$ cat src/rtl/harv_pkg.sv
package harv_pkg;
  typedef enum logic [2:0] {
    S_INIT,
    S_HOLD,
    S_SWAIT,
    S_SCONV,
    S_CALC,
    S_NWAIT,
    S_NCONV
  } seq_state_e;
endpackage

$ cat src/rtl/harv_tick_timer.sv
module harv_tick_timer #(
  parameter int CNT_W = 16
) (
  input  logic             clk_i,
  input  logic             rst_ni,
  input  logic             load_i,
  input  logic             tick_i,
  input  logic [CNT_W-1:0] limit_i,
  output logic             done_o
);
  logic [CNT_W-1:0] cnt_q;

  assign done_o = (cnt_q >= limit_i);

  always_ff @(posedge clk_i or negedge rst_ni) begin
    if (!rst_ni)                cnt_q <= '0;
    else if (load_i)            cnt_q <= '0;
    else if (tick_i && !done_o) cnt_q <= cnt_q + 1'b1;
  end
endmodule

$ cat src/rtl/harv_thresh_calc.sv
module harv_thresh_calc #(
  parameter int DATA_W = 8,
  parameter int FRAC_W = 16
) (
  input  logic [DATA_W-1:0] ures_i,
  input  logic [DATA_W-1:0] umax_i,
  output logic [DATA_W-1:0] thr_lo_o,
  output logic [DATA_W-1:0] thr_hi_o
);
  localparam int PW = DATA_W + FRAC_W;
  // ceil of tenths in Q.FRAC_W; the tiny excess never crosses an integer for DATA_W-bit spans
  localparam int unsigned K_LO = ((1 << FRAC_W) + 9) / 10;
  localparam int unsigned K_HI = ((6 << FRAC_W) + 9) / 10;

  logic [DATA_W-1:0] span;
  logic [DATA_W-1:0] thr [2];

  assign span = (umax_i > ures_i) ? (umax_i - ures_i) : '0;

  for (genvar g = 0; g < 2; g++) begin : g_thr
    localparam int unsigned K = (g == 0) ? K_LO : K_HI;
    logic [PW-1:0]     prod;
    logic [DATA_W-1:0] frac;
    logic [DATA_W:0]   sum;
    assign prod = PW'(span) * PW'(K);
    assign frac = prod[PW-1:FRAC_W];
    assign sum  = {1'b0, ures_i} + {1'b0, frac};
    assign thr[g] = sum[DATA_W] ? {DATA_W{1'b1}} : sum[DATA_W-1:0];
  end

  assign thr_lo_o = thr[0];
  assign thr_hi_o = thr[1];
endmodule

$ cat src/rtl/harv_cal_seq.sv
module harv_cal_seq
  import harv_pkg::*;
#(
  parameter int DATA_W      = 8,
  parameter int CNT_W       = 16,
  parameter int HOLD_TICKS  = 200,
  parameter int SAMP_TICKS  = 36,
  parameter int MAX_SAMPLES = 16
) (
  input  logic              clk_i,
  input  logic              rst_ni,
  input  logic              tick_i,
  input  logic [CNT_W-1:0]  cal_period_i,
  input  logic [CNT_W-1:0]  norm_interval_i,
  output logic              adc_en_o,
  output logic              adc_start_o,
  input  logic              adc_done_i,
  input  logic [DATA_W-1:0] adc_data_i,
  output logic              flyback_o,
  output logic              cal_active_o,
  output logic              sat_timeout_o,
  output logic [DATA_W-1:0] ures_o,
  output logic [DATA_W-1:0] umax_o,
  output logic [DATA_W-1:0] thr_lo_o,
  output logic [DATA_W-1:0] thr_hi_o
);
  localparam int SCNT_W = $clog2(MAX_SAMPLES + 1);
  localparam logic [SCNT_W-1:0] SCNT_LAST = SCNT_W'(MAX_SAMPLES - 1);

  seq_state_e state_q, state_d;
  logic              start_q, start_d;
  logic              fb_q, fb_d;
  logic              got_q, have_prev_q, to_q;
  logic [SCNT_W-1:0] scnt_q;
  logic [DATA_W-1:0] ures_q, umax_q, prev_q, thr_lo_q, thr_hi_q;
  logic [DATA_W-1:0] calc_lo, calc_hi;
  logic [CNT_W-1:0]  ph_limit;
  logic ph_load, ph_done, per_load, per_done;
  logic cap_ures, cap_max, keep_prev, set_to, latch_thr;

  always_comb begin
    unique case (state_q)
      S_HOLD:  ph_limit = CNT_W'(HOLD_TICKS);
      S_SWAIT: ph_limit = CNT_W'(SAMP_TICKS);
      default: ph_limit = norm_interval_i;
    endcase
  end

  harv_tick_timer #(.CNT_W(CNT_W)) u_phase_tmr (
    .clk_i   (clk_i),
    .rst_ni  (rst_ni),
    .load_i  (ph_load),
    .tick_i  (tick_i),
    .limit_i (ph_limit),
    .done_o  (ph_done)
  );

  harv_tick_timer #(.CNT_W(CNT_W)) u_period_tmr (
    .clk_i   (clk_i),
    .rst_ni  (rst_ni),
    .load_i  (per_load),
    .tick_i  (tick_i),
    .limit_i (cal_period_i),
    .done_o  (per_done)
  );

  harv_thresh_calc #(.DATA_W(DATA_W)) u_calc (
    .ures_i   (ures_q),
    .umax_i   (umax_q),
    .thr_lo_o (calc_lo),
    .thr_hi_o (calc_hi)
  );

  always_comb begin
    state_d   = state_q;
    start_d   = 1'b0;
    fb_d      = fb_q;
    ph_load   = 1'b0;
    per_load  = 1'b0;
    cap_ures  = 1'b0;
    cap_max   = 1'b0;
    keep_prev = 1'b0;
    set_to    = 1'b0;
    latch_thr = 1'b0;
    unique case (state_q)
      S_INIT: begin
        state_d = S_HOLD;
        start_d = 1'b1;
        ph_load = 1'b1;
        fb_d    = 1'b1;
      end
      S_HOLD: begin
        cap_ures = adc_done_i && !got_q;
        if (ph_done && (got_q || adc_done_i)) begin
          state_d = S_SWAIT;
          ph_load = 1'b1;
          fb_d    = 1'b0;
        end
      end
      S_SWAIT: begin
        if (ph_done) begin
          state_d = S_SCONV;
          start_d = 1'b1;
        end
      end
      S_SCONV: begin
        if (adc_done_i) begin
          if (have_prev_q && (adc_data_i == prev_q)) begin
            state_d = S_CALC;
            cap_max = 1'b1;
          end else if (scnt_q == SCNT_LAST) begin
            state_d = S_CALC;
            cap_max = 1'b1;
            set_to  = 1'b1;
          end else begin
            state_d   = S_SWAIT;
            ph_load   = 1'b1;
            keep_prev = 1'b1;
          end
        end
      end
      S_CALC: begin
        state_d   = S_NWAIT;
        ph_load   = 1'b1;
        per_load  = 1'b1;
        latch_thr = 1'b1;
      end
      S_NWAIT: begin
        if (per_done) begin
          state_d = S_HOLD;
          start_d = 1'b1;
          ph_load = 1'b1;
          fb_d    = 1'b1;
        end else if (ph_done) begin
          state_d = S_NCONV;
          start_d = 1'b1;
        end
      end
      S_NCONV: begin
        if (adc_done_i) begin
          state_d = S_NWAIT;
          ph_load = 1'b1;
          if (adc_data_i >= thr_hi_q)      fb_d = 1'b1;
          else if (adc_data_i <= thr_lo_q) fb_d = 1'b0;
        end
      end
      default: state_d = S_INIT;
    endcase
  end

  always_ff @(posedge clk_i or negedge rst_ni) begin
    if (!rst_ni) begin
      state_q     <= S_INIT;
      start_q     <= 1'b0;
      fb_q        <= 1'b0;
      got_q       <= 1'b0;
      have_prev_q <= 1'b0;
      to_q        <= 1'b0;
      scnt_q      <= '0;
      ures_q      <= '0;
      umax_q      <= '0;
      prev_q      <= '0;
      thr_lo_q    <= '0;
      thr_hi_q    <= '0;
    end else begin
      state_q <= state_d;
      start_q <= start_d;
      fb_q    <= fb_d;
      if (state_d == S_HOLD && state_q != S_HOLD) begin
        got_q <= 1'b0;
        to_q  <= 1'b0;
      end
      if (cap_ures) begin
        ures_q <= adc_data_i;
        got_q  <= 1'b1;
      end
      if (state_q == S_HOLD && state_d == S_SWAIT) begin
        have_prev_q <= 1'b0;
        scnt_q      <= '0;
      end
      if (keep_prev) begin
        prev_q      <= adc_data_i;
        have_prev_q <= 1'b1;
        scnt_q      <= scnt_q + 1'b1;
      end
      if (cap_max) umax_q <= adc_data_i;
      if (set_to)  to_q   <= 1'b1;
      if (latch_thr) begin
        thr_lo_q <= calc_lo;
        thr_hi_q <= calc_hi;
        umax_q   <= '0;
      end
    end
  end

  assign cal_active_o  = (state_q != S_NWAIT) && (state_q != S_NCONV);
  assign adc_en_o      = cal_active_o || (state_q == S_NCONV);
  assign adc_start_o   = start_q;
  assign flyback_o     = fb_q;
  assign sat_timeout_o = to_q;
  assign ures_o        = ures_q;
  assign umax_o        = umax_q;
  assign thr_lo_o      = thr_lo_q;
  assign thr_hi_o      = thr_hi_q;
endmodule

$ cat config.mk
export PLATFORM = sky130hd
export DESIGN_NAME = harv_cal_seq
export DESIGN_NICKNAME = d
export VERILOG_FILES = /design/src/rtl/harv_pkg.sv /design/src/rtl/harv_tick_timer.sv /design/src/rtl/harv_thresh_calc.sv /design/src/rtl/harv_cal_seq.sv
export SDC_FILE = /design/constraint.sdc
export NUM_CORES = 1
export LEC_CHECK = 0
export BUFFER_PORTS_ARGS = -buffer_cell sky130_fd_sc_hd__buf_2
export CORE_UTILIZATION = 65
export DETAILED_ROUTE_END_ITERATION = 10
export GPL_TIMING_DRIVEN = 0
export PLACE_DENSITY = 0.86
export SLEW_MARGIN = 10
export SYNTH_ARGS = -nofsm -noshare
export SYNTH_HDL_FRONTEND = slang
export SYNTH_SLANG_ARGS = --single-unit
$ cat constraint.sdc
create_clock -name clk_i -period 16.2 [get_ports clk_i]
set_clock_uncertainty 0.1 [all_clocks]
set_input_delay 3.24 -clock clk_i [delete_from_list [all_inputs] [get_ports clk_i]]
set_output_delay 3.24 -clock clk_i [all_outputs]
set_load 0.005 [all_outputs]
---- Yosys cells after proc, flatten, opt, wreduce, memory -nomap -nowiden ----
Index checks and enable logic that the tools add are counted.
operators by class
  add/sub/neg operators ................... 6
  multiply operators ...................... 2
  $lt $le $gt $ge ......................... 5
  equality and inequality tests ........... 17
  mux-type cells .......................... 52
  reduce and logical (&&, ||, !) cells .... 23
operators by type and width
  cell                                                                    count
  16-bit 2-to-1 mux                                                       4
  8-bit 2-to-1 mux                                                        5
  16-bit by 1-bit adder with 16-bit output (second input constant)        2
  16-bit greater-or-equal comparator                                      2
  16-bit one-hot mux with 2 select lines                                  1
  1-bit 2-to-1 mux                                                        28
  3-bit 2-to-1 mux                                                        8
  8-bit by 15-bit multiplier with 23-bit output (second input constant)   1
  3-bit one-hot mux with 7 select lines                                   1
  8-bit by 12-bit multiplier with 20-bit output (second input constant)   1
  2-bit nonzero test                                                      6
  5-bit 2-to-1 mux                                                        2
  8-bit by 5-bit adder with 9-bit output                                  1
  8-bit by 8-bit adder with 9-bit output                                  1
  3-bit by 2-bit equality test with 1-bit output (second input constant)  3
  3-bit equality test (second input constant)                             3
  3-bit inequality test (second input constant)                           3
  8-bit equality test                                                     1
  8-bit greater-or-equal comparator                                       1
  8-bit greater-than comparator                                           1
  8-bit less-or-equal comparator                                          1
  1-bit logical AND                                                       8
  8-bit subtractor                                                        1
  3-bit by 1-bit equality test with 1-bit output (second input constant)  2
  14 further kinds                                                        18
storage, ports and cells
  register bits ........................... 85
  input port bits ......................... 44
  output and inout port bits .............. 37
  word-level logic and storage cells ...... 119

---- Depth between registers and ports, before layout ----
Gate-level depths: netlist of the first run.
  depth in word-level cells ............... 10
  gate-level depth with buffers ........... 36

---- Modules after synthesis ----
From an unflattened synthesis of the first run, not the netlist that was laid out.
unflattened totals
  cell total of the unflattened synthesis .. 962
  area, all modules ....................... 8,669.6 um^2
by module, submodules not included
  module                          times used  cells each  area each (um^2)  sequential area each (um^2)
  harv_cal_seq                    1           306         3,001.6           1,326.3
  harv_thresh_calc                1           352         2,965.3           0.0
  harv_tick_timer (u_phase_tmr)   1           158         1,405.1           400.4
  harv_tick_timer (u_period_tmr)  1           146         1,297.5           400.4

---- Worst setup path after synthesis of the first run ----
No wires, ideal clock.
  kind .................................... reg2reg
  from .................................... register ures_q[0], in the netlist ures_o[0]
  to ...................................... register thr_hi_q[1], in the netlist thr_hi_o[1]
  setup time .............................. 0.159 ns
  data arrival time ....................... 7.057 ns
  data required time ...................... 15.941 ns
  slack ................................... 8.885 ns
  cell stages (with the launch flop) ...... 32
  path buffers ............................ 0
  path through ............................ dfrtp_1 -> ha_1 -> fa_1 -> nand2b_1 -> a211oi_1 -> nor3_1 -> or2_2 -> nor2_1 -> ha_1 -> inv_1 -> fa_1 -> inv_1 -> fa_1 -> xor2_1 -> ha_1 -> a21o_1 -> ha_1 -> a21o_1 -> a21o_1 -> nor4b_1 -> o2bb2ai_1 -> o21bai_1 -> a21oi_1 -> xor2_1 -> fa_1 -> nor2b_1 -> o21ai_0 -> nand2_1 -> a21o_1 -> a21o_1 -> a31oi_1 -> a22oi_1
on the way
  word-level cells in the longest chain between the ends .. 5
  elaborated cells on any way between the ends .. 6
  those cells by class .................... add/sub (2); mul (1); order compare (1); mux (2)
RTL lines
  item                                                                      line                    text
  from (decl)                                                               harv_cal_seq.sv:35      logic [DATA_W-1:0] ures_q, umax_q, prev_q, thr_lo_q, thr_hi_q;
  from (signal assigned)                                                    harv_cal_seq.sv:174     ures_q <= adc_data_i;
  8-bit subtractor / 8-bit greater-than comparator (equally long branches)  harv_thresh_calc.sv:18  assign span = (umax_i > ures_i) ? (umax_i - ures_i) : '0;
  8-bit 2-to-1 mux                                                          harv_thresh_calc.sv:18
  8-bit by 15-bit multiplier with 23-bit output                             harv_thresh_calc.sv:25  assign prod = PW'(span) * PW'(K);
  8-bit by 8-bit adder with 9-bit output (*)                                harv_thresh_calc.sv:27  assign sum = {1'b0, ures_i} + {1'b0, frac};
  8-bit 2-to-1 mux (*)                                                      harv_thresh_calc.sv:28  assign thr[g] = sum[DATA_W] ? {DATA_W{1'b1}} : sum[DATA_W-1:0];
  to (signal assigned)                                                      harv_cal_seq.sv:190     thr_hi_q <= calc_hi;
  to (decl)                                                                 harv_cal_seq.sv:35
Every way passes the cells marked *; elsewhere a longest branch is shown, timed or not.
A chain may end at the register's enable or synchronous reset.

---- Final worst setup path of the first run ----
  from .................................... register ures_q[1], in the netlist ures_o[1]
  to ...................................... register thr_hi_q[2], in the netlist thr_hi_o[2]
Same word-level chain as after synthesis.

==> implementation parameters, run 1 <==
Parameter                              Value

Yosys
  YS warnings ... 0
  Post-synth EDFFs ... 0
  Number of different library cells in the post-synthesis netlist ... 63
  Post-Syn Area ... 8200 µm²
  Sequential cell area fraction in the yosys report ... 0.260
  Gate count of the mapped netlist ... 927
  Share of async-settable or async-resettable flops after synthesis ... 1.00
  Synthesized flop and latch total ... 85
  Most common flop cell mapped by yosys ... dfrtp_1
  Number of nets in the synthesized netlist ... 1132
  Average size of a mapped cell ... 8.84 µm²

Clock tree
  Total number of H-tree levels ... 3
  Bufs on Longest Clock Path ... 2
  Number of clock sinks seen by CTS ... 85
  Clock root buffer ... clkbuf_16
  Post-CTS resize count ... 0
  CTS tree ... done
  Number of buffers added by the clock tree synthesis step ... 9
  Worst-Skew Late Latency ... 0.35 ns
  Number of hold buffers added after cts ... 0
  Clock transition at path regs ... 0.07 ns
  Setup Buffers After CTS ... 0

STA
  Count of final hold-check violations ... 0
  Pins Over Slew Limit ... 0
  Crit path setup slack, layout ... 7.20 ns
  Max frequency ... 0.111 GHz
  Tightest Pin Transition ... 0.993 ns
  Setup TNS ... 0 ns
  Unrepaired setup endpoints after global routing ... false
  Setup violations, final ... 0
  Fin crit period ... 9.00 ns
  Final clock period utilization by the worst path ... 0.556
  Worst hold margin ... 0.409 ns
  Worst slew slack as a fraction of its limit ... 0.337

Power and ir drop
  Seq pwr share ... 0.395
  Leakage ... 4.96 nW
  Net switching power figure ... 0.238 mW
  Internal power component ... 0.442 mW
  Pwr dens ... 74.5 nW/µm²
  Logic gate share of total power ... 0.293
  Fraction of power consumed by the clock network ... 0.312
  Share of total power consumed by net switching ... 0.350
  Maximum vdd ir drop ... 0.0496 mV

Placement
  Gp weighted congestion ... 0.937
  Hpwl dp ... 16100 µm
  PortBufs ... 80
  Worst slack at placement ... 7.50 ns

Detailed routing
  Wirelength per Cell ... 17.5 µm
  Antenna-violating nets left ... 0
  First-pass iteration count of the detailed router ... 6
  Aggregate routed wire length ... 20800 µm
  Violation count after the first detailed-routing iteration ... 641
  Detailed-route via count ... 7344
  Average vias per placed instance ... 6.16
  DRC violation count after routing ... 0

Die
  Number of rows created at floorplan ... 40
  Die Height ... 114 µm
  Standard cell core area ... 12200 µm²
  Die ar. ... 13100 µm²
  Top-Level Pins ... 81
  Starting Density ... 0.674
  Floorplan die width ... 114 µm

Critical path
  Critical Path AT ... 9.08 ns
  CP Capture Type ... register
  Startpoint types ... register
  Required arrival time at the worst endpoint ... 16.27 ns
  Largest fanout on the critical path ... 8
  Total buffers and inverters traversed by the critical path ... 3
  Critical-path top delay cell ... nor3b_1
  Delay of the slowest cell on the worst path ... 0.82 ns
  Worst setup path category ... register to register
  Kind of cell with the highest combined delay on the critical path ... compound AO/OA/AOI/OAI gates

Global routing
  Largest net degree at the start of global routing ... 64
  Wire length of the first global-routing pass ... 34500 µm
  Number of antenna violations at the first check in global routing ... 0
  Overall fraction of global-route tracks in use ... 0.337
  Via count of the first global-routing pass ... 7262
  GRT Residual Overflow ... 0

Cells and area
  Fraction of layout cells with a size suffix above 1 ... 0.119
  Count of filler cells inserted in the layout ... 917
  Diodes inserted ... 0
  Synth-to-Final Area Change ... 11.5%
  Number of nets at the end of the flow ... 1224
  Commonest non-fill, non-tap cell in the layout ... ha_1
  End-of-flow core utilization ... 0.751
  Commonest non-fill, non-tap cells in the layout ... ha_1 (140), inv_1 (114), dfrtp_1 (85), buf_2 (84), nand2_1 (68)

Flow run
  Max Cap Viol ... 0

Worst hold path
  Type of the most critical hold path ... register to register

Run status
  Status ... finished clean
-- power by group through the flow --
stage,combinational (mW),clock (mW),sequential (mW)
2_1_floorplan,0.142,0,0.261
3_3_place_gp,0.184,0,0.271
3_5_place_dp,0.195,0,0.271
4_1_cts,0.199,0.211,0.268
5_1_grt,0.230,0.219,0.272
6_report,0.200,0.212,0.269
-- metal layers --
layer	vias up	share of wire	GRT usage	wire length, µm
met5	-	0	0	0
met4	0	0.024	0.112	502
met3	51	0.073	0.0609	1520
met2	342	0.48	0.565	9940
met1	3467	0.43	0.442	8870
li1	3484	-	-	-
-- state kept, by name, summed over array words and instances, names as in the netlist --
| register | flops |
|---|---|
| adc_start_o | 1 |
| flyback_o | 1 |
| got_q | 1 |
| have_prev_q | 1 |
| prev_q | 8 |
| sat_timeout_o | 1 |
| scnt_q | 5 |
| state_q | 3 |
| thr_hi_o | 8 |
| thr_lo_o | 8 |
| u_period_tmr.cnt_q | 16 |
| u_phase_tmr.cnt_q | 16 |
| umax_o | 8 |
| ures_o | 8 |
-- area by class of cell --
| class | instances | area, µm² | area share |
|---|---|---|---|
| Multi-Input combinational cell | 700 | 5530 | 0.605 |
| Sequential cell | 85 | 2130 | 0.233 |
| Timing Repair Buffer | 81 | 430 | 0.0471 |
| Inverter | 114 | 428 | 0.0468 |
| Clock buffer | 9 | 225 | 0.0247 |
| Tap cell | 168 | 210 | 0.0230 |
| Buffer | 28 | 111 | 0.0122 |
| Clock inverter | 7 | 73.8 | 0.00808 |
-- cell usage after synthesis (all sizes together) (2+ instances only) --
master   instances  area, µm²
nor2            43        161
and4             2       17.5
xor2            34        298
a21o            27        203
a211o            2       17.5
a31oi            3       18.8
a21boi           3       22.5
nor2b            6       37.5
or2              6       37.5
and2             4       25.0
clkbuf          23       86.3
a22oi           14        105
inv            114        428
or4              8       60.1
a221o            2       20.0
mux2i            5       50.1
o21a            10       75.1
dfrtp           85       2130
buf              5       25.0
o31a             2       18.8
or3              9       56.3
and3            12       90.1
o21bai           7       52.6
a21oi           47        246
a211oi          12       90.1
nand2b           7       43.8
nand4            8       50.1
fa              21        420
o21ai           62        318
nor3            23        115
o22ai            4       31.3
o211ai          11       96.3
o2111ai         14        123
o31ai            9       67.6
nand3           33        170
xnor2           24        210
o311ai           2       17.5
nand2           69        262
ha             140       1750
-- worst paths after layout --
check / slack, ns / to / startpoint / depth (start not counted)
worst max-delay path: 7.20 / thr_hi_o[2]$_DFFE_PN0P_ / ures_o[1]$_DFFE_PN0P_ / 31
worst min-delay path: 0.41 / scnt_q[0]$_DFFE_PN0P_ / scnt_q[0]$_DFFE_PN0P_ / 1
worst max register to register: 7.20 / thr_hi_o[2]$_DFFE_PN0P_ / ures_o[1]$_DFFE_PN0P_ / 31
worst min register to register: 0.41 / scnt_q[0]$_DFFE_PN0P_ / scnt_q[0]$_DFFE_PN0P_ / 1
max in group asynchronous: 12.68 / thr_lo_o[3]$_DFFE_PN0P_ / rst_ni / 2
min in group asynchronous: 2.69 / u_phase_tmr.cnt_q[13]$_DFFE_PN0P_ / rst_ni / 1
-- kinds of logic (layout without fill, tap and decap cells) --
group | count (synthesis) | after routing | synth area share
xor gates and xnor gates | 58 | 58 | 0.0620
adders and majority gates | 161 | 161 | 0.265
buffers and inverters | 142 | 239 | 0.0658
DFF | 85 | 85 | 0.260
AOI/OAI and AO/OA | 241 | 241 | 0.199
muxes | 5 | 5 | 0.00611
and+or+nand+nor | 235 | 235 | 0.142
-- metrics by stage --
| step | total power [mW] | instances | area, µm² |
|---|---|---|---|
| global route | 0.722 | 1192 | 9140 |
| floorplan | 0.404 | 927 | 8200 |
| CTS | 0.678 | 1192 | 9140 |
| detailed placement | 0.467 | 1176 | 8840 |
| global placement | 0.455 | 1175 | 8810 |
| finish | 0.680 | 1192 | 9140 |
No activity file was read; power rests on OpenSTA's default activity.
==> run 2, diff against run 1 <==
- CORE_UTILIZATION: 65 -> 61
- PLACE_DENSITY: 0.86 -> 0.81
- clock period: 16.2 -> 8.3 ns (I/O delays scaled with it)
==> run 2 against run 1 <==
Power rose by 89%. Setup slack got worse by 6.8 ns. Critical path depth did not move. Wire length fell by 2.3%. Combinational power rose by 97%. First-iteration DRC count fell by 15%. Sequential cell count did not move.
==> implementation parameters, run 2 (same netlist as run 1, synthesis figures left out) <==
Parameter                              Value

Global routing
  Busiest grt layer ... met2
  GRT Residual Overflow ... 0
  Wire length of the first global-routing pass ... 34500 µm
  Overall fraction of global-route tracks in use ... 0.308
  Met1 Usage GRT ... 0.397
  Number of antenna violations at the first check in global routing ... 0
  Via count of the first global-routing pass ... 7172
  Largest net degree at the start of global routing ... 57
  Met2 usage in global routing ... 0.524
  Global routing usage on met3 ... 0.0441

Cells and area
  Diodes inserted ... 0
  Largest registers ... u_period_tmr.cnt_q: 16 flops, u_phase_tmr.cnt_q: 16 flops
  Number of nets at the end of the flow ... 1224
  Cell area after layout ... 9170 µm²
  Synth-to-Final Area Change ... 11.8%
  End-of-flow core utilization ... 0.712
  Fraction of layout cells with a size suffix above 1 ... 0.125
  Commonest non-fill, non-tap cell in the layout ... ha_1
  Commonest non-fill, non-tap cells in the layout ... ha_1 (140), inv_1 (114), buf_2 (84), dfrtp_1 (84), nand2_1 (68)

Detailed routing
  Wirelength per Cell ... 17.0 µm
  Detailed-route via count ... 7136
  Average vias per placed instance ... 5.97
  Antenna-violating nets left ... 0
  Aggregate routed wire length ... 20300 µm
  First-pass iteration count of the detailed router ... 5
  Violation count after the first detailed-routing iteration ... 543
  DRC violation count after routing ... 0

Critical path
  Largest fanout on the critical path ... 5
  Required arrival time at the worst endpoint ... 8.40 ns
  Critical-path top delay cell ... fa_1
  Most numerous cell on the critical path ... ha_1
  Worst reg2reg setup slack ... 0.44 ns
  Worst setup path category ... register to register
  CP Capture Type ... register
  Critical Path AT ... 7.95 ns
  Capturing point of the worst reg2reg path ... thr_hi_o[7]$_DFFE_PN0P_
  Worst r2r src ... ures_o[0]$_DFFE_PN0P_
  Startpoint types ... register
  Delay of the slowest cell on the worst path ... 0.63 ns
  Cell depth of the worst flop-to-flop path ... 31

STA
  Count of final hold-check violations ... 0
  Setup violations, final ... 0
  Fin crit period ... 7.86 ns
  Tightest Pin Transition ... 0.706 ns
  Pins Over Slew Limit ... 0
  Final clock period utilization by the worst path ... 0.947
  Max frequency ... 0.127 GHz
  Setup TNS ... 0 ns
  Worst slew slack as a fraction of its limit ... 0.525

Clock tree
  Number of buffers added by the clock tree synthesis step ... 9
  CTS tree ... done
  Number of clock sinks seen by CTS ... 85
  Bufs on Longest Clock Path ... 2
  Clock root buffer ... clkbuf_16
  Total number of H-tree levels ... 3
  Number of hold buffers added after cts ... 0
  Clock transition at path regs ... 0.06 ns
  Worst-Skew Late Latency ... 0.34 ns

Power and ir drop
  Pwr dens ... 140 nW/µm²
  Leakage ... 4.96 nW
  Maximum vdd ir drop ... 0.0904 mV
  Post-route total power ... 1.28 mW

Die
  Standard cell core area ... 12900 µm²
  Top-Level Pins ... 81
  Floorplan die width ... 118 µm
  Die ar. ... 13900 µm²
  Starting Density ... 0.636
  Number of rows created at floorplan ... 41
  Die Height ... 118 µm

Worst hold path
  Worst Hold Launch ... have_prev_q$_DFFE_PN0P_
  Type of the most critical hold path ... register to register
  Worst Hold Endpoint ... have_prev_q$_DFFE_PN0P_
  Number of cells on the worst hold path ... 1

Run status
  Status ... finished clean

Placement
  PortBufs ... 80
  Gp weighted congestion ... 0.934
  Hpwl dp ... 16100 µm
  Post-detailed-placement cell area ... 8840 µm²

Flow run
  Max Cap Viol ... 0
## run 2: cell count changes in the layout (fill, tap and decap cells not counted), sizes merged
cell      before  now
clkbuf        32   36
inv          115  114
clkinvlp       1    0
bufinv         1    0
clkinv         4    2
## run 2: timing repair
item	CTS	global route
resized for setup	3	10
pin swaps	0	1
setup endpoints to repair	15	16
hold endpoints to repair	0	0
setup buffers	0	0
## run 2: worst max-delay path: cells and delay by family, from the launching register on
family	cells	cell delay (ns)
adder cells (fa/ha/maj)	8	2.79
AO/OA/AOI/OAI	12	2.33
AND/OR/NAND/NOR	6	1.33
XOR/XNOR	3	0.51
flip-flops	1	0.49
buffers and inverters	2	0.16
## run 2: layer usage
| metal | vias up | wire [µm] | part of all wire |
|---|---|---|---|
| li1 | 3492 | - | - |
| met1 | 3363 | 9060 | 0.45 |
| met2 | 239 | 9640 | 0.47 |
| met3 | 42 | 1190 | 0.059 |
| met4 | 0 | 462 | 0.023 |
| met5 | - | 0 | 0 |
## run 2: cell type report
cell class / instances / area [µm²]
Fill cell: 1001 / 3710
Tap cell: 172 / 215
Inverter: 114 / 428
Clock buffer: 13 / 250
Sequential cell: 85 / 2130
Multi-Input combinational cell: 700 / 5590
Timing Repair Buffer: 81 / 430
Buffer: 28 / 111
Clock inverter: 2 / 10.0
## run 2: how the worst max path moves through the flow
stage,slack [ns],end,startpoint,cells past startpoint
after floorplan,0.98,thr_hi_o[1]$_DFFE_PN0P_,ures_o[0]$_DFFE_PN0P_,31
after global placement,-0.24,thr_hi_o[6]$_DFFE_PN0P_,ures_o[1]$_DFFE_PN0P_,31
after detailed placement,-0.36,thr_hi_o[6]$_DFFE_PN0P_,ures_o[1]$_DFFE_PN0P_,31
after CTS,0.04,thr_hi_o[4]$_DFFE_PN0P_,ures_o[1]$_DFFE_PN0P_,31
after global routing,-0.03,thr_hi_o[1]$_DFFE_PN0P_,ures_o[1]$_DFFE_PN0P_,31
final,0.44,thr_hi_o[7]$_DFFE_PN0P_,ures_o[0]$_DFFE_PN0P_,31
## run 2: where the power goes
part / total, mW / internal (mW) / switching, mW
logic: 0.393 / 0.170 / 0.223
registers: 0.521 / 0.461 / 0.0603
clock network: 0.369 / 0.209 / 0.160
total: 1.28 / 0.840 / 0.444
## run 2: through the flow
step                      hold WS, ns  cells  worst slack (ns)
after floorplan                 0.349    927             0.985
after global placement          0.381   1179            -0.243
after detailed placement        0.372   1180            -0.362
after CTS                       0.394   1195            0.0414
after global routing            0.414   1195           -0.0251
final                           0.391   1195             0.443
==> run 3, diff against run 2 <==
--- a/config.mk
+++ b/config.mk
@@ -7,8 +7,8 @@
 export LEC_CHECK = 0
 export BUFFER_PORTS_ARGS = -buffer_cell sky130_fd_sc_hd__buf_2
-export CORE_UTILIZATION = 61
+export CORE_UTILIZATION = 28
 export DETAILED_ROUTE_END_ITERATION = 10
 export GPL_TIMING_DRIVEN = 0
-export PLACE_DENSITY = 0.81
+export PLACE_DENSITY = 0.43
 export SLEW_MARGIN = 10
 export SYNTH_ARGS = -nofsm -noshare
--- a/constraint.sdc
+++ b/constraint.sdc
@@ -3,3 +3,3 @@
 set_input_delay 1.66 -clock clk_i [delete_from_list [all_inputs] [get_ports clk_i]]
 set_output_delay 1.66 -clock clk_i [all_outputs]
-set_load 0.005 [all_outputs]
+set_load 0.02 [all_outputs]
==> run 3 against run 2 <==
Worst hold slack better by 0.0065 ns. Non-clock buffer count rose by 2. Maximum frequency is 1.2% higher. Final area is 3.9% higher. Combinational power is 1% higher. Sequential share of layout area shrank 0.86 points. Core utilization decreased by 38 points. Sequential cell count unchanged. Global-route usage is 15 points lower. Clock-buffer cell count decreased by 4. Final cell count is 18% higher. Wire length rose by 14%. Critical path type unchanged. Largest power group unchanged.
==> implementation parameters, run 3 (same netlist as run 1, synthesis figures left out) <==
Parameter                              Value

Run status
  Status ... finished clean

Worst hold path
  Worst Hold Launch ... have_prev_q$_DFFE_PN0P_
  Worst Hold Endpoint ... have_prev_q$_DFFE_PN0P_
  Type of the most critical hold path ... register to register
  Number of cells on the worst hold path ... 1

Detailed routing
  Wirelength per Cell ... 16.4 µm
  Violation count after the first detailed-routing iteration ... 295
  Antenna-violating nets left ... 0
  Average vias per placed instance ... 4.86
  Aggregate routed wire length ... 23200 µm
  Detailed-route via count ... 6846
  DRC violation count after routing ... 0
  First-pass iteration count of the detailed router ... 4

Clock tree
  Number of buffers added by the clock tree synthesis step ... 9
  Clock root buffer ... clkbuf_16
  Total number of H-tree levels ... 3
  Number of hold buffers added after cts ... 0
  Clock transition at path regs ... 0.08 ns
  Bufs on Longest Clock Path ... 2
  Number of clock sinks seen by CTS ... 85
  CTS tree ... done
  Worst-Skew Late Latency ... 0.36 ns

Flow run
  Max Cap Viol ... 0

Cells and area
  Largest registers ... u_period_tmr.cnt_q: 16 flops, u_phase_tmr.cnt_q: 16 flops
  Count of filler cells inserted in the layout ... 3071
  Commonest non-fill, non-tap cell in the layout ... ha_1
  End-of-flow core utilization ... 0.331
  Commonest non-fill, non-tap cells in the layout ... ha_1 (139), inv_1 (114), buf_2 (84), dfrtp_1 (83), nand2_1 (68)
  Diodes inserted ... 0
  Synth-to-Final Area Change ... 16.2%
  Fraction of layout cells with a size suffix above 1 ... 0.135
  Number of nets at the end of the flow ... 1226

Critical path
  Largest fanout on the critical path ... 5
  Startpoint types ... register
  Worst r2r src ... ures_o[0]$_DFFE_PN0P_
  Worst reg2reg setup slack ... 0.54 ns
  Most numerous cell on the critical path ... fa_1
  Worst setup path category ... register to register
  Critical Path AT ... 7.88 ns
  CP Capture Type ... register
  Cell depth of the worst flop-to-flop path ... 31
  Required arrival time at the worst endpoint ... 8.42 ns
  Startpoint of the most critical setup path ... ures_o[0]$_DFFE_PN0P_
  Critical-path top delay cell ... fa_1
  Capturing point of the worst reg2reg path ... thr_lo_o[7]$_DFFE_PN0P_
  Delay of the slowest cell on the worst path ... 0.63 ns

Placement
  PortBufs ... 80
  Hpwl dp ... 18900 µm
  Gp weighted congestion ... 0.773

Global routing
  Wire length of the first global-routing pass ... 38000 µm
  Largest net degree at the start of global routing ... 50
  GRT Residual Overflow ... 0
  Via count of the first global-routing pass ... 6946
  Overall fraction of global-route tracks in use ... 0.162
  Number of antenna violations at the first check in global routing ... 0

STA
  Count of final hold-check violations ... 0
  Max frequency ... 0.129 GHz
  Tightest Pin Transition ... 0.685 ns
  Fin crit period ... 7.76 ns
  Worst slew slack as a fraction of its limit ... 0.539
  Final clock period utilization by the worst path ... 0.935
  Worst hold margin ... 0.398 ns
  Pins Over Slew Limit ... 0
  Setup violations, final ... 0

Die
  Floorplan die width ... 173 µm
  Die Height ... 173 µm
  Number of rows created at floorplan ... 62
  Top-Level Pins ... 81
  Starting Density ... 0.285
  Standard cell core area ... 28800 µm²
  Die ar. ... 30000 µm²

Power and ir drop
  Maximum vdd ir drop ... 0.0845 mV
  Pwr dens ... 141 nW/µm²
  Leakage ... 5.00 nW
-- run 3: how the worst max path moves through the flow --
stage,to,slack [ns],depth (start not counted)
final,thr_lo_o[7]$_DFFE_PN0P_,0.54,31
after floorplan,thr_hi_o[1]$_DFFE_PN0P_,0.90,31
after CTS,thr_hi_o[1]$_DFFE_PN0P_,0.09,31
after global placement,thr_hi_o[7]$_DFFE_PN0P_,-0.75,31
after detailed placement,thr_hi_o[1]$_DFFE_PN0P_,-0.73,31
after global routing,thr_lo_o[7]$_DFFE_PN0P_,-0.003,32
-- run 3: worst max-delay path: cells and delay by family, from the launching register on --
kind	cells	cell delay, ns
adder cells (fa/ha/maj)	8	2.77
AO/OA/AOI/OAI	12	2.31
AND/OR/NAND/NOR	6	1.32
flip-flops	1	0.50
XOR/XNOR	2	0.40
buffers and inverters	3	0.20
-- run 3: repair_timing --
action	4_1_cts	5_1_grt
hold endpoints to repair	0	0
buffers inserted	0	2
setup endpoints to repair	16	16
gates resized for setup	7	13
pin swaps	0	1
-- run 3: metal layers --
| metal | global-route usage | share of wire | routed length [µm] |
|---|---|---|---|
| met5 | 0 | 0 | 0 |
| met4 | 0.0457 | 0.017 | 388 |
| met3 | 0.0207 | 0.027 | 622 |
| met2 | 0.268 | 0.47 | 10800 |
| met1 | 0.220 | 0.49 | 11300 |
-- run 3: power by group --
group	leakage, nW	switching, mW	total (mW)	internal (mW)
Clock	0.146	0.207	0.421	0.214
Sequential	1.13	0.0668	0.527	0.460
Combinational	3.73	0.228	0.397	0.169
-- run 3: layout make-up --
class / count / area [µm²] / share of cell area
clock buffer: 9 / 225 / 0.0236
sequential: 85 / 2130 / 0.224
multi-input combinational: 700 / 5630 / 0.591
buffer: 28 / 111 / 0.0117
tap: 384 / 480 / 0.0504
clock inverter: 7 / 80.1 / 0.00841
inverter: 114 / 428 / 0.0449
timing repair buffer: 83 / 445 / 0.0468
-- run 3: per-stage QoR --
step | instances | setup WS, ns | instance area [µm²] | setup TNS [ns] | power, mW
2_1_floorplan | 927 | 0.898 | 8200 | 0 | 0.797
3_3_place_gp | 1391 | -0.754 | 9080 | -8.09 | 0.927
3_5_place_dp | 1392 | -0.726 | 9110 | -7.39 | 0.932
4_1_cts | 1408 | 0.0869 | 9450 | 0 | 1.36
5_1_grt | 1410 | -0.00312 | 9530 | -0.00312 | 1.45
6_report | 1410 | 0.537 | 9530 | 0 | 1.34
